### config.mk
export PLATFORM = sky130hd
export DESIGN_NAME = softstart_seq
export DESIGN_NICKNAME = d
export VERILOG_FILES = /design/src/rtl/softstart_pkg.sv /design/src/rtl/ss_timer.sv /design/src/rtl/ss_ramp.sv /design/src/rtl/softstart_seq.sv
export SDC_FILE = /design/constraint.sdc
export NUM_CORES = 1
export LEC_CHECK = 0
export BUFFER_PORTS_ARGS = -buffer_cell sky130_fd_sc_hd__buf_4
export CORE_UTILIZATION = 30
export CTS_CLUSTER_DIAMETER = 120
export DETAILED_ROUTE_END_ITERATION = 16
export PLACE_DENSITY = 0.48
export SETUP_SLACK_MARGIN = 0.1
export SLEW_MARGIN = 5
export SYNTH_ARGS = -nofsm -noshare
export SYNTH_HDL_FRONTEND = slang
export SYNTH_SLANG_ARGS = --single-unit
### constraint.sdc
create_clock -name clk_i -period 6.4 [get_ports clk_i]
set_input_delay 0.96 -clock clk_i [delete_from_list [all_inputs] [get_ports clk_i]]
set_output_delay 0.96 -clock clk_i [all_outputs]
set_load 0.01 [all_outputs]
### src/rtl/softstart_pkg.sv
package softstart_pkg;
  typedef enum logic [2:0] {
    ST_IDLE,
    ST_DELAY,
    ST_SAMPLE,
    ST_RAMP,
    ST_REG,
    ST_HICCUP
  } seq_state_e;
endpackage

### src/rtl/ss_timer.sv
module ss_timer #(
  parameter int TW = 8
) (
  input  logic          clk_i,
  input  logic          rst_ni,
  input  logic          clr_i,
  input  logic          en_i,
  input  logic [TW-1:0] limit_i,
  output logic          hit_o
);
  logic [TW-1:0] cnt_q;

  assign hit_o = en_i && (cnt_q == limit_i - TW'(1));

  always_ff @(posedge clk_i or negedge rst_ni) begin
    if (!rst_ni)       cnt_q <= '0;
    else if (clr_i)    cnt_q <= '0;
    else if (hit_o)    cnt_q <= '0;
    else if (en_i)     cnt_q <= cnt_q + TW'(1);
  end

  // a running window never passes its limit
  a_r4_cnt_in_window: assert property (@(posedge clk_i) disable iff (!rst_ni)
    (en_i && !clr_i) |-> (cnt_q < limit_i));
endmodule

### src/rtl/ss_ramp.sv
module ss_ramp #(
  parameter int STEPS = 64,
  parameter int CW    = 7
) (
  input  logic          clk_i,
  input  logic          rst_ni,
  input  logic          clr_i,
  input  logic          inc_i,
  output logic [CW-1:0] code_o,
  output logic          last_o
);
  logic [CW-1:0] code_q;

  assign code_o = code_q;
  assign last_o = (code_q == CW'(STEPS - 1));

  always_ff @(posedge clk_i or negedge rst_ni) begin
    if (!rst_ni)                             code_q <= '0;
    else if (clr_i)                          code_q <= '0;
    else if (inc_i && code_q != CW'(STEPS))  code_q <= code_q + CW'(1);
  end

  // code moves up by at most one step per cycle
  a_r4_single_step: assert property (@(posedge clk_i) disable iff (!rst_ni)
    !clr_i |=> (code_q == $past(code_q) || code_q == $past(code_q) + CW'(1)));
endmodule

### src/rtl/softstart_seq.sv
module softstart_seq #(
  parameter int DELAY_CYC = 68000,
  parameter int STEP_CYC  = 1063,
  parameter int STEPS     = 64,
  localparam int CW       = $clog2(STEPS + 1)
) (
  input  logic          clk_i,
  input  logic          rst_ni,
  input  logic          por_ok_i,
  input  logic          en_i,
  input  logic          sample_done_i,
  input  logic          ocp_i,
  input  logic [CW-1:0] prebias_i,
  output logic          sample_req_o,
  output logic          gate_en_o,
  output logic [CW-1:0] ref_code_o,
  output logic          in_reg_o
);
  import softstart_pkg::*;

  localparam int RAMP_CYC = STEPS * STEP_CYC;
  localparam int TMAX     = (DELAY_CYC > RAMP_CYC) ? DELAY_CYC : RAMP_CYC;
  localparam int TW       = $clog2(TMAX + 1);

  seq_state_e    state_q, state_d;
  logic          dummy_q, dummy_d;
  logic          active, running;
  logic          tmr_clr, tmr_en, tmr_hit;
  logic [TW-1:0] tmr_limit;
  logic          ramp_clr, ramp_inc, ramp_last;
  logic [CW-1:0] code;

  assign active  = por_ok_i && en_i;
  assign running = (state_q == ST_RAMP) || (state_q == ST_REG);

  always_comb begin
    state_d  = state_q;
    dummy_d  = dummy_q;
    ramp_inc = 1'b0;
    unique case (state_q)
      ST_IDLE:   if (active) state_d = ST_DELAY;
      ST_DELAY:  if (tmr_hit) state_d = ST_SAMPLE;
      ST_SAMPLE: if (sample_done_i) state_d = ST_RAMP;
      ST_RAMP: begin
        if (ocp_i) begin
          state_d = ST_HICCUP;
          dummy_d = 1'b0;
        end else if (tmr_hit) begin
          ramp_inc = 1'b1;
          if (ramp_last) state_d = ST_REG;
        end
      end
      ST_REG: if (ocp_i) begin
        state_d = ST_HICCUP;
        dummy_d = 1'b0;
      end
      ST_HICCUP: if (tmr_hit) begin
        if (dummy_q) state_d = ST_RAMP;
        else         dummy_d = 1'b1;
      end
      default: state_d = ST_IDLE;
    endcase
    if (!active) state_d = ST_IDLE;
  end

  // code held at zero outside a live ramp; restarts from zero on every ramp entry
  assign ramp_clr = !((state_d == ST_RAMP) || (state_d == ST_REG))
                    || (state_q != ST_RAMP && state_d == ST_RAMP);

  assign tmr_clr = (state_d != state_q);
  assign tmr_en  = (state_q == ST_DELAY) || (state_q == ST_RAMP) || (state_q == ST_HICCUP);

  always_comb begin
    unique case (state_q)
      ST_DELAY:  tmr_limit = TW'(DELAY_CYC);
      ST_RAMP:   tmr_limit = TW'(STEP_CYC);
      ST_HICCUP: tmr_limit = TW'(RAMP_CYC);
      default:   tmr_limit = TW'(1);
    endcase
  end

  always_ff @(posedge clk_i or negedge rst_ni) begin
    if (!rst_ni) begin
      state_q <= ST_IDLE;
      dummy_q <= 1'b0;
    end else begin
      state_q <= state_d;
      dummy_q <= dummy_d;
    end
  end

  ss_timer #(.TW(TW)) i_timer (
    .clk_i   (clk_i),
    .rst_ni  (rst_ni),
    .clr_i   (tmr_clr),
    .en_i    (tmr_en),
    .limit_i (tmr_limit),
    .hit_o   (tmr_hit)
  );

  ss_ramp #(.STEPS(STEPS), .CW(CW)) i_ramp (
    .clk_i  (clk_i),
    .rst_ni (rst_ni),
    .clr_i  (ramp_clr),
    .inc_i  (ramp_inc),
    .code_o (code),
    .last_o (ramp_last)
  );

  assign sample_req_o = (state_q == ST_SAMPLE);
  assign in_reg_o     = (state_q == ST_REG);
  assign ref_code_o   = code;
  // gates cut combinationally on disable or trip; pre-bias only blocks during the ramp
  assign gate_en_o    = active && !ocp_i &&
                        (in_reg_o || (state_q == ST_RAMP && code >= prebias_i));

  a_r4_reg_at_full: assert property (@(posedge clk_i) disable iff (!rst_ni)
    in_reg_o |-> (ref_code_o == CW'(STEPS)));

  a_r6_disable_clears: assert property (@(posedge clk_i) disable iff (!rst_ni)
    !en_i |=> (!in_reg_o && ref_code_o == '0 && !sample_req_o));

  a_r8_trip_to_retry: assert property (@(posedge clk_i) disable iff (!rst_ni)
    (ocp_i && active && running) |=> (state_q == ST_HICCUP && ref_code_o == '0));

  a_r8_sample_only_after_delay: assert property (@(posedge clk_i) disable iff (!rst_ni)
    $rose(sample_req_o) |-> ($past(state_q) == ST_DELAY));
endmodule

==> results of run 1 <==
==> cells by family (layout without fill, tap and decap cells) <==
logic type               after synthesis  in the layout  synth area share (%)
AO/OA/AOI/OAI                         44             44                 14.95
XOR/XNOR                              16             16                 7.184
adder cells (fa/ha/maj)               10             10                 6.414
buffers and inverters                 19             39                 4.298
flip-flops                            28             28                 35.92
multiplexers                           2              2                 1.026
AND/OR/NAND/NOR                      119            119                 30.21
==> final cells by class <==
type	count	area [sq um]	area share, %
Sequential cell	28	700.7	31.39
Multi-Input combinational cell	191	1166	52.24
Inverter	13	48.80	2.186
Clock buffer	4	55.05	2.466
Tap cell	77	96.34	4.316
Timing Repair Buffer	22	165.2	7.399
==> cells in the mapped netlist, drive strengths merged, types with 6 or more instances <==
master	count	area share [%]
and3	6	1.9
ha	10	6.4
o21ai	14	3.6
nand2	27	5.2
dfrtp	28	36
nor2	33	6.4
nor3	7	1.8
xnor2	9	4.0
nand3	17	4.4
a21oi	13	3.3
inv	13	2.5
xor2	7	3.1
or3	6	1.9
==> critical path, stage by stage <==
cell	delay [ns]
buf_4	0.11
ha_1	0.27
nand2b_1	0.14
a21o_1	0.17
a21o_1	0.17
a21oi_1	0.16
nor2b_1	0.06
o21ai_0	0.17
a211oi_1	0.10
buf_4	0.15
==> power groups by stage <==
stage | logic (W) | clock network (W) | registers [W]
detailed placement | 0.0000456 | 0 | 0.000186
global placement | 0.0000456 | 0 | 0.000186
global route | 0.0000507 | 0.000127 | 0.000183
CTS | 0.0000459 | 0.000119 | 0.000183
finish | 0.0000444 | 0.000116 | 0.000183
floorplan | 0.0000316 | 0 | 0.000183
==> metal layers <==
layer	part of all wire (%)	vias up	routed length (um)	global-route usage, %
li1	-	873	-	-
met1	53	800	2390	20.76
met2	46	9	2078	23.64
met3	1.0	2	46	1.319
met4	0.70	0	32	2.069
met5	0	-	0	0
==> state kept, by name (all words and copies together), names as in the netlist <==
name           cells
i_timer.cnt_q     17
dummy_q            1
state_q            3
i_ramp.code_o      7
==> final timing paths <==
| check | from | end | slack (ns) | cells past startpoint |
|---|---|---|---|---|
| worst max-delay path | prebias_i[0] | gate_en_o | 3.00 | 10 |
| worst min-delay path | rst_ni | state_q[0]$_DFF_PN0_ | 0.58 | 1 |
| worst max register to register | state_q[1]$_DFF_PN0_ | i_timer.cnt_q[0]$_DFFE_PN0P_ | 3.24 | 7 |
| worst min register to register | i_timer.cnt_q[14]$_DFFE_PN0P_ | i_timer.cnt_q[14]$_DFFE_PN0P_ | 0.58 | 2 |
| max in group asynchronous | rst_ni | i_timer.cnt_q[0]$_DFFE_PN0P_ | 5.54 | 1 |
| min in group clk_i | i_timer.cnt_q[14]$_DFFE_PN0P_ | i_timer.cnt_q[14]$_DFFE_PN0P_ | 0.58 | 2 |
==> stage by stage <==
step	setup slack [ns]	util, %	instances	total power [W]
final	2.996	35.35	335	0.0003432
after global routing	2.871	35.35	335	0.0003607
after CTS	2.979	35.35	335	0.0003477
after detailed placement	2.995	34.48	331	0.0002317
after global placement	2.999	34.48	331	0.0002317
after floorplan	3.345	-	238	0.0002149
==> layout by cell type, fill, tap and decap left out, types with 9 or more instances in the layout <==
| cell | instances |
|---|---|
| ha_1 | 10 |
| a21oi_1 | 13 |
| nand3_1 | 17 |
| dfrtp_1 | 28 |
| nor2_1 | 33 |
| inv_1 | 13 |
| buf_4 | 22 |
| xnor2_1 | 9 |
| nand2_1 | 27 |
| o21ai_0 | 14 |
==> impl_metrics.env, run 1 <==
export IMPL_run_status="complete, no violations"
export IMPL_final_net_count=282
export IMPL_floorplan_die_height_um=82.64
export IMPL_number_of_distinct_standard_cells_referenced_by_the_synthesized_netlist=41
export IMPL_drive_gt1_share_pct=11.24
export IMPL_grt_max_degree=29
export IMPL_worstHoldPathType="input pin to async pin"
export IMPL_clock_skew_final_ns=0.008710
export IMPL_worst_setup_path_end_kind="output port"
export IMPL_setup_viol=0
export IMPL_whs_ns=0.5785
export IMPL_route_final_wire_length_um=4548
export IMPL_h_tree_depth=1
export IMPL_drt_first_iter_violations=51
export IMPL_cts_sinks=28
export IMPL_grt_first_pass_wirelength_um=7679
export IMPL_die_area_sq_mm=0.006829
export IMPL_power_frac_comb_pct=13.0
export IMPL_io_pins=23
export IMPL_via_per_inst=5.027
export IMPL_clock_power_share_pct=33.8
export IMPL_worstPathArrival_ns=2.44
export IMPL_final_min_period_over_clock_period_pct=53.19
export IMPL_number_of_routed_nets_with_antenna_violations=0
export IMPL_fin_setup_tns_ns=0
export IMPL_clock_root_cell="clkbuf_8"
export IMPL_post_cts_repair_setup_buffers=0
export IMPL_port_buffer_count=22
export IMPL_worst_vdd_ir_v=0.00007522
export IMPL_cts_tree="done"
export IMPL_slew_headroom_pct=61.55
export IMPL_synth_yosys_warnings=0
export IMPL_worst_setup_path_type="input pin to output port"
export IMPL_clk_pin_slew_ns=0.11
export IMPL_syn_nets=261
export IMPL_globalRoute_totalOverflow=0
export IMPL_cap_viol_max_count=0
export IMPL_p_int_w=0.0002512
export IMPL_power_share_switching_pct=26.80
export IMPL_timing_final_hold_violations=0
export IMPL_starting_density_of_the_core_pct=30.90
export IMPL_yosysSeqAreaShare_pct=35.92
export IMPL_synthToLayoutAreaGrowth_pct=14.43
export IMPL_avgRoutedWirePerCell_um=13.58
export IMPL_clk_latency_ns=0.28
export IMPL_yosys_most_used_dff="dfrtp_1"
export IMPL_power_static_leakage_nw=1.014
export IMPL_switching_power_w=0.00009196
export IMPL_path_max_fanout=1
export IMPL_powerDensity_mw_per_mm2=153.8
export IMPL_placement_cell_area_sq_mm=0.002177
export IMPL_async_reset_ff_share_pct=100.0
export IMPL_core_region_area_sq_mm=0.006314
export IMPL_unrepaired_setup_endpoints_after_global_routing="no"
export IMPL_synthCells=238
export IMPL_finalMaxSlewViolations=0
export IMPL_antenna_found_initial=0
export IMPL_synth_enable_flop_cells=0
export IMPL_number_of_buffers_created_by_cts=3
export IMPL_antennaDiodeCount=0
export IMPL_routed_via_count=1684
export IMPL_grt_total_usage_pct=14.39
export IMPL_worst_slew_pin_slew_ns=0.5768
export IMPL_layout_filler_cells=683
export IMPL_min_period_ns=3.404
export IMPL_die_width_um=82.64
export IMPL_layout_cell_area_non_filler_sq_mm=0.002232
export IMPL_achievable_freq_mhz=293.7
export IMPL_synth_ff_latch_count=28
export IMPL_pwr_share_seq_pct=53.2
export IMPL_finalWeightedCongestion=0.7846
export IMPL_drt_pass1_iterations=4
export IMPL_grt_pass1_vias=1556
export IMPL_post_cts_resize_count=0
export IMPL_data_required_critical_path_ns=5.44
export IMPL_dp_final_hpwl_um=3272
export IMPL_cts_path_max_buffers=2
export IMPL_post_route_drc_count=0
export IMPL_critPathLaunchType="input pin"
export IMPL_std_cell_rows=29
export IMPL_synth_cell_area_sq_mm=0.001951
export IMPL_cts_hold_fix_buffers=0
export IMPL_syn_area_per_cell_sq_um=8.196
Note: power is estimated with default switching activity, not from simulation.
==> run 2: changes to the inputs <==
--- a/config.mk
+++ b/config.mk
@@ -5,11 +5,12 @@
 export SDC_FILE = /design/constraint.sdc
 export NUM_CORES = 1
 export LEC_CHECK = 0
+export ABC_AREA = 1
 export BUFFER_PORTS_ARGS = -buffer_cell sky130_fd_sc_hd__buf_4
 export CORE_UTILIZATION = 30
 export CTS_CLUSTER_DIAMETER = 120
 export DETAILED_ROUTE_END_ITERATION = 16
-export PLACE_DENSITY = 0.48
+export PLACE_DENSITY = 0.47
 export SETUP_SLACK_MARGIN = 0.1
 export SLEW_MARGIN = 5
 export SYNTH_ARGS = -nofsm -noshare
==> constraint.sdc (replaced) <==
create_clock -name clk_i -period 3.4 [get_ports clk_i]
set_input_delay 0.51 -clock clk_i [delete_from_list [all_inputs] [get_ports clk_i]]
set_output_delay 0.51 -clock clk_i [all_outputs]
set_load 0.01 [all_outputs]
==> impl_metrics.env, run 2 <==
export IMPL_run_status="complete, no violations"
export IMPL_post_cts_resize_count=0
export IMPL_syn_nets=349
export IMPL_worst_slew_pin_slew_ns=0.5384
export IMPL_unrepaired_setup_endpoints_after_global_routing="no"
export IMPL_grt_total_usage_pct=14.34
export IMPL_critical_path_cell_count=7
export IMPL_place_ws_ns=0.9127
export IMPL_routed_via_count=2068
export IMPL_port_buffer_count=22
export IMPL_core_region_area_sq_mm=0.007370
export IMPL_layout_cells_most_common_list="65 x nand2_1, 56 x inv_1, 32 x nor2_1, 28 x dfrtp_1, 27 x nand3_1"
export IMPL_antennaDiodeCount=0
export IMPL_std_cell_rows=31
export IMPL_timing_final_hold_violations=0
export IMPL_cp_buffers_inverters=3
export IMPL_min_period_ns=2.704
export IMPL_yosys_cell_count_top_type="nand2_1"
export IMPL_finalMaxSlewViolations=0
export IMPL_critPathLaunchType="register"
export IMPL_timing_critical_path_slowest_stage_cell="dfrtp_1"
export IMPL_number_of_distinct_standard_cells_referenced_by_the_synthesized_netlist=39
export IMPL_number_of_routed_nets_with_antenna_violations=0
export IMPL_critical_r2r_capture="i_timer.cnt_q[0]$_DFFE_PN0P_"
export IMPL_io_pins=23
export IMPL_worstPathArrival_ns=2.19
export IMPL_crit_top_cell="inv_1"
export IMPL_die_area_sq_mm=0.008131
export IMPL_path_max_fanout=12
export IMPL_synthToLayoutAreaGrowth_pct=13.36
export IMPL_cts_sinks=28
export IMPL_worst_vdd_ir_v=0.0001332
export IMPL_final_min_period_over_clock_period_pct=79.52
export IMPL_dp_final_hpwl_um=4115
export IMPL_synth_ff_latch_count=28
export IMPL_ys_top_cells_by_area="dfrtp_1 30%, nand2_1 10%, inv_1 9.0%, nor2_4 6.8%, nand3_1 5.8%"
export IMPL_globalRoute_totalOverflow=0
export IMPL_worst_setup_path_end_kind="output port"
export IMPL_multi_input_area_sq_mm=0.001351
export IMPL_power_static_leakage_nw=1.233
export IMPL_layout_filler_cells=811
export IMPL_worst_setup_path_type="register to output port"
export IMPL_drt_first_iter_violations=67
export IMPL_synth_cell_area_sq_mm=0.002332
export IMPL_critical_path_max_stage_delay_ns=0.69
export IMPL_avgRoutedWirePerCell_um=11.95
export IMPL_syn_area_per_cell_sq_um=7.154
export IMPL_final_net_count=373
export IMPL_route_final_wire_length_um=5354
export IMPL_h_tree_depth=1
export IMPL_starting_density_of_the_core_pct=31.65
export IMPL_worstHoldPathType="input pin to async pin"
export IMPL_synth_top_cell_by_area="dfrtp_1"
export IMPL_clock_root_cell="clkbuf_8"
export IMPL_cap_viol_max_count=0
export IMPL_slew_headroom_pct=64.11
export IMPL_setup_viol=0
export IMPL_fin_setup_tns_ns=0
export IMPL_synth_yosys_warnings=0
export IMPL_synthCells=326
export IMPL_post_synth_top_area_fraction_pct=30.04
export IMPL_regToRegSetupSlack_ns=0.91
export IMPL_achievable_freq_mhz=369.9
export IMPL_powerDensity_mw_per_mm2=279.7
export IMPL_grt_max_degree=29
export IMPL_timing_critical_path_max_delay_family="simple AND/OR/NAND/NOR gates"
export IMPL_yosys_most_used_dff="dfrtp_1"
export IMPL_mostFrequentLayoutCell="nand2_1"
export IMPL_synth_enable_flop_cells=0
export IMPL_regMostFlops="i_timer.cnt_q"
export IMPL_cts_hold_fix_buffers=0
export IMPL_finalWeightedCongestion=0.7836
export IMPL_floorplan_die_height_um=90.17
export IMPL_drive_gt1_share_pct=20.34
export IMPL_synth_commonest_cells="65 x nand2_1, 56 x inv_1, 32 x nor2_1"
export IMPL_post_route_drc_count=0
export IMPL_r2r_cells=12
export IMPL_post_cts_repair_setup_buffers=0
export IMPL_clk_pin_slew_ns=0.10
export IMPL_path_cells="nand3_2 -> nand2_1 -> inv_1 -> nor2_1 -> inv_1 -> a21oi_1 -> buf_4"
export IMPL_ff_latch_area_sq_um=700.7
export IMPL_postLayoutSetupSlackWorst_ns=0.6965
export IMPL_clock_skew_final_ns=0.003173
export IMPL_grt_first_pass_wirelength_um=9597
export IMPL_grt_pass1_vias=2013
export IMPL_largest_register_ffs=17
export IMPL_cts_tree="done"
export IMPL_clk_latency_ns=0.28
export IMPL_antenna_found_initial=0
export IMPL_cts_path_max_buffers=2
export IMPL_drt_pass1_iterations=6
export IMPL_via_per_inst=4.616
export IMPL_async_reset_ff_share_pct=100.0
export IMPL_startpoint_of_the_worst_slack_reg_to_reg_timing_path="state_q[0]$_DFF_PN0_"
export IMPL_data_required_critical_path_ns=2.89
export IMPL_yosysSeqAreaShare_pct=30.04
export IMPL_die_width_um=90.17
export IMPL_number_of_buffers_created_by_cts=3
## run 2: changes by cell type after synthesis, moves of 8 or more
cell / before / now
xnor2_1: 9 / 1
nor2_4: 0 / 14
inv_1: 13 / 56
nand3_1: 17 / 27
nand2_2: 0 / 10
nand2_1: 27 / 65
## run 2: area by class of cell
type | count | share of cell area [%]
Multi-Input combinational cell | 230 | 51.11
Sequential cell | 28 | 26.50
Inverter | 64 | 9.087
Timing Repair Buffer | 23 | 6.531
Tap cell | 99 | 4.685
Clock buffer | 4 | 2.082
## run 2: worst max-delay path by stage
stage                               startpoint   endpoint
after global routing      state_q[0]$_DFF_PN0_  gate_en_o
after floorplan                   prebias_i[1]  gate_en_o
after detailed placement          prebias_i[1]  gate_en_o
final                     state_q[0]$_DFF_PN0_  gate_en_o
after CTS                 state_q[0]$_DFF_PN0_  gate_en_o
after global placement            prebias_i[0]  gate_en_o
## run 2: where the power goes
group	switching (W)	internal [W]	total, W
logic	0.000111	0.0000540	0.000165
registers	0.0000139	0.000342	0.000356
clock network	0.000114	0.000104	0.000218
## run 2: worst register-to-register path: stages, from the launching register on
cell and delay [ns]:
dfrtp_1 0.69, nand2_4 0.15, nand3_1 0.14, nand3_1 0.14, nor2_2 0.17, nand4_1 0.11, a21oi_1 0.14, nand2_1 0.09
nand2_1 0.08, nand2_1 0.07, nand2_2 0.08, nand3_4 0.33, nor2_1 0.21
## run 2: per-layer routing
layer,wire length [um],up-vias,GRT usage [%]
li1,-,1083,-
met1,2703,945,19.75
met2,2394,31,22.77
met3,145,9,2.538
met4,111,0,4.301
met5,0,-,0
## run 2: metrics by stage
| stage | total power [W] | area, sq um | utilization [%] | cells | hold WS, ns |
|---|---|---|---|---|---|
| final | 0.0007396 | 2644 | 35.87 | 448 | 0.1466 |
| after global routing | 0.0007892 | 2644 | 35.87 | 448 | 0.1629 |
| after CTS | 0.0007536 | 2644 | 35.87 | 448 | 0.1537 |
| after detailed placement | 0.0005313 | 2589 | 35.13 | 444 | 0.4735 |
| after global placement | 0.0005305 | 2589 | 35.13 | 444 | 0.4681 |
| after floorplan | 0.0004894 | 2332 | - | 326 | 0.2144 |
## run 2: cells by family after synthesis
logic type               Yosys count  share of synthesized area (%)
adder cells (fa/ha/maj)           10                          5.365
AO/OA/AOI/OAI                     30                          7.726
AND/OR/NAND/NOR                  185                          42.97
XOR/XNOR                           5                          1.878
buffers and inverters             68                          12.02
flip-flops                        28                          30.04
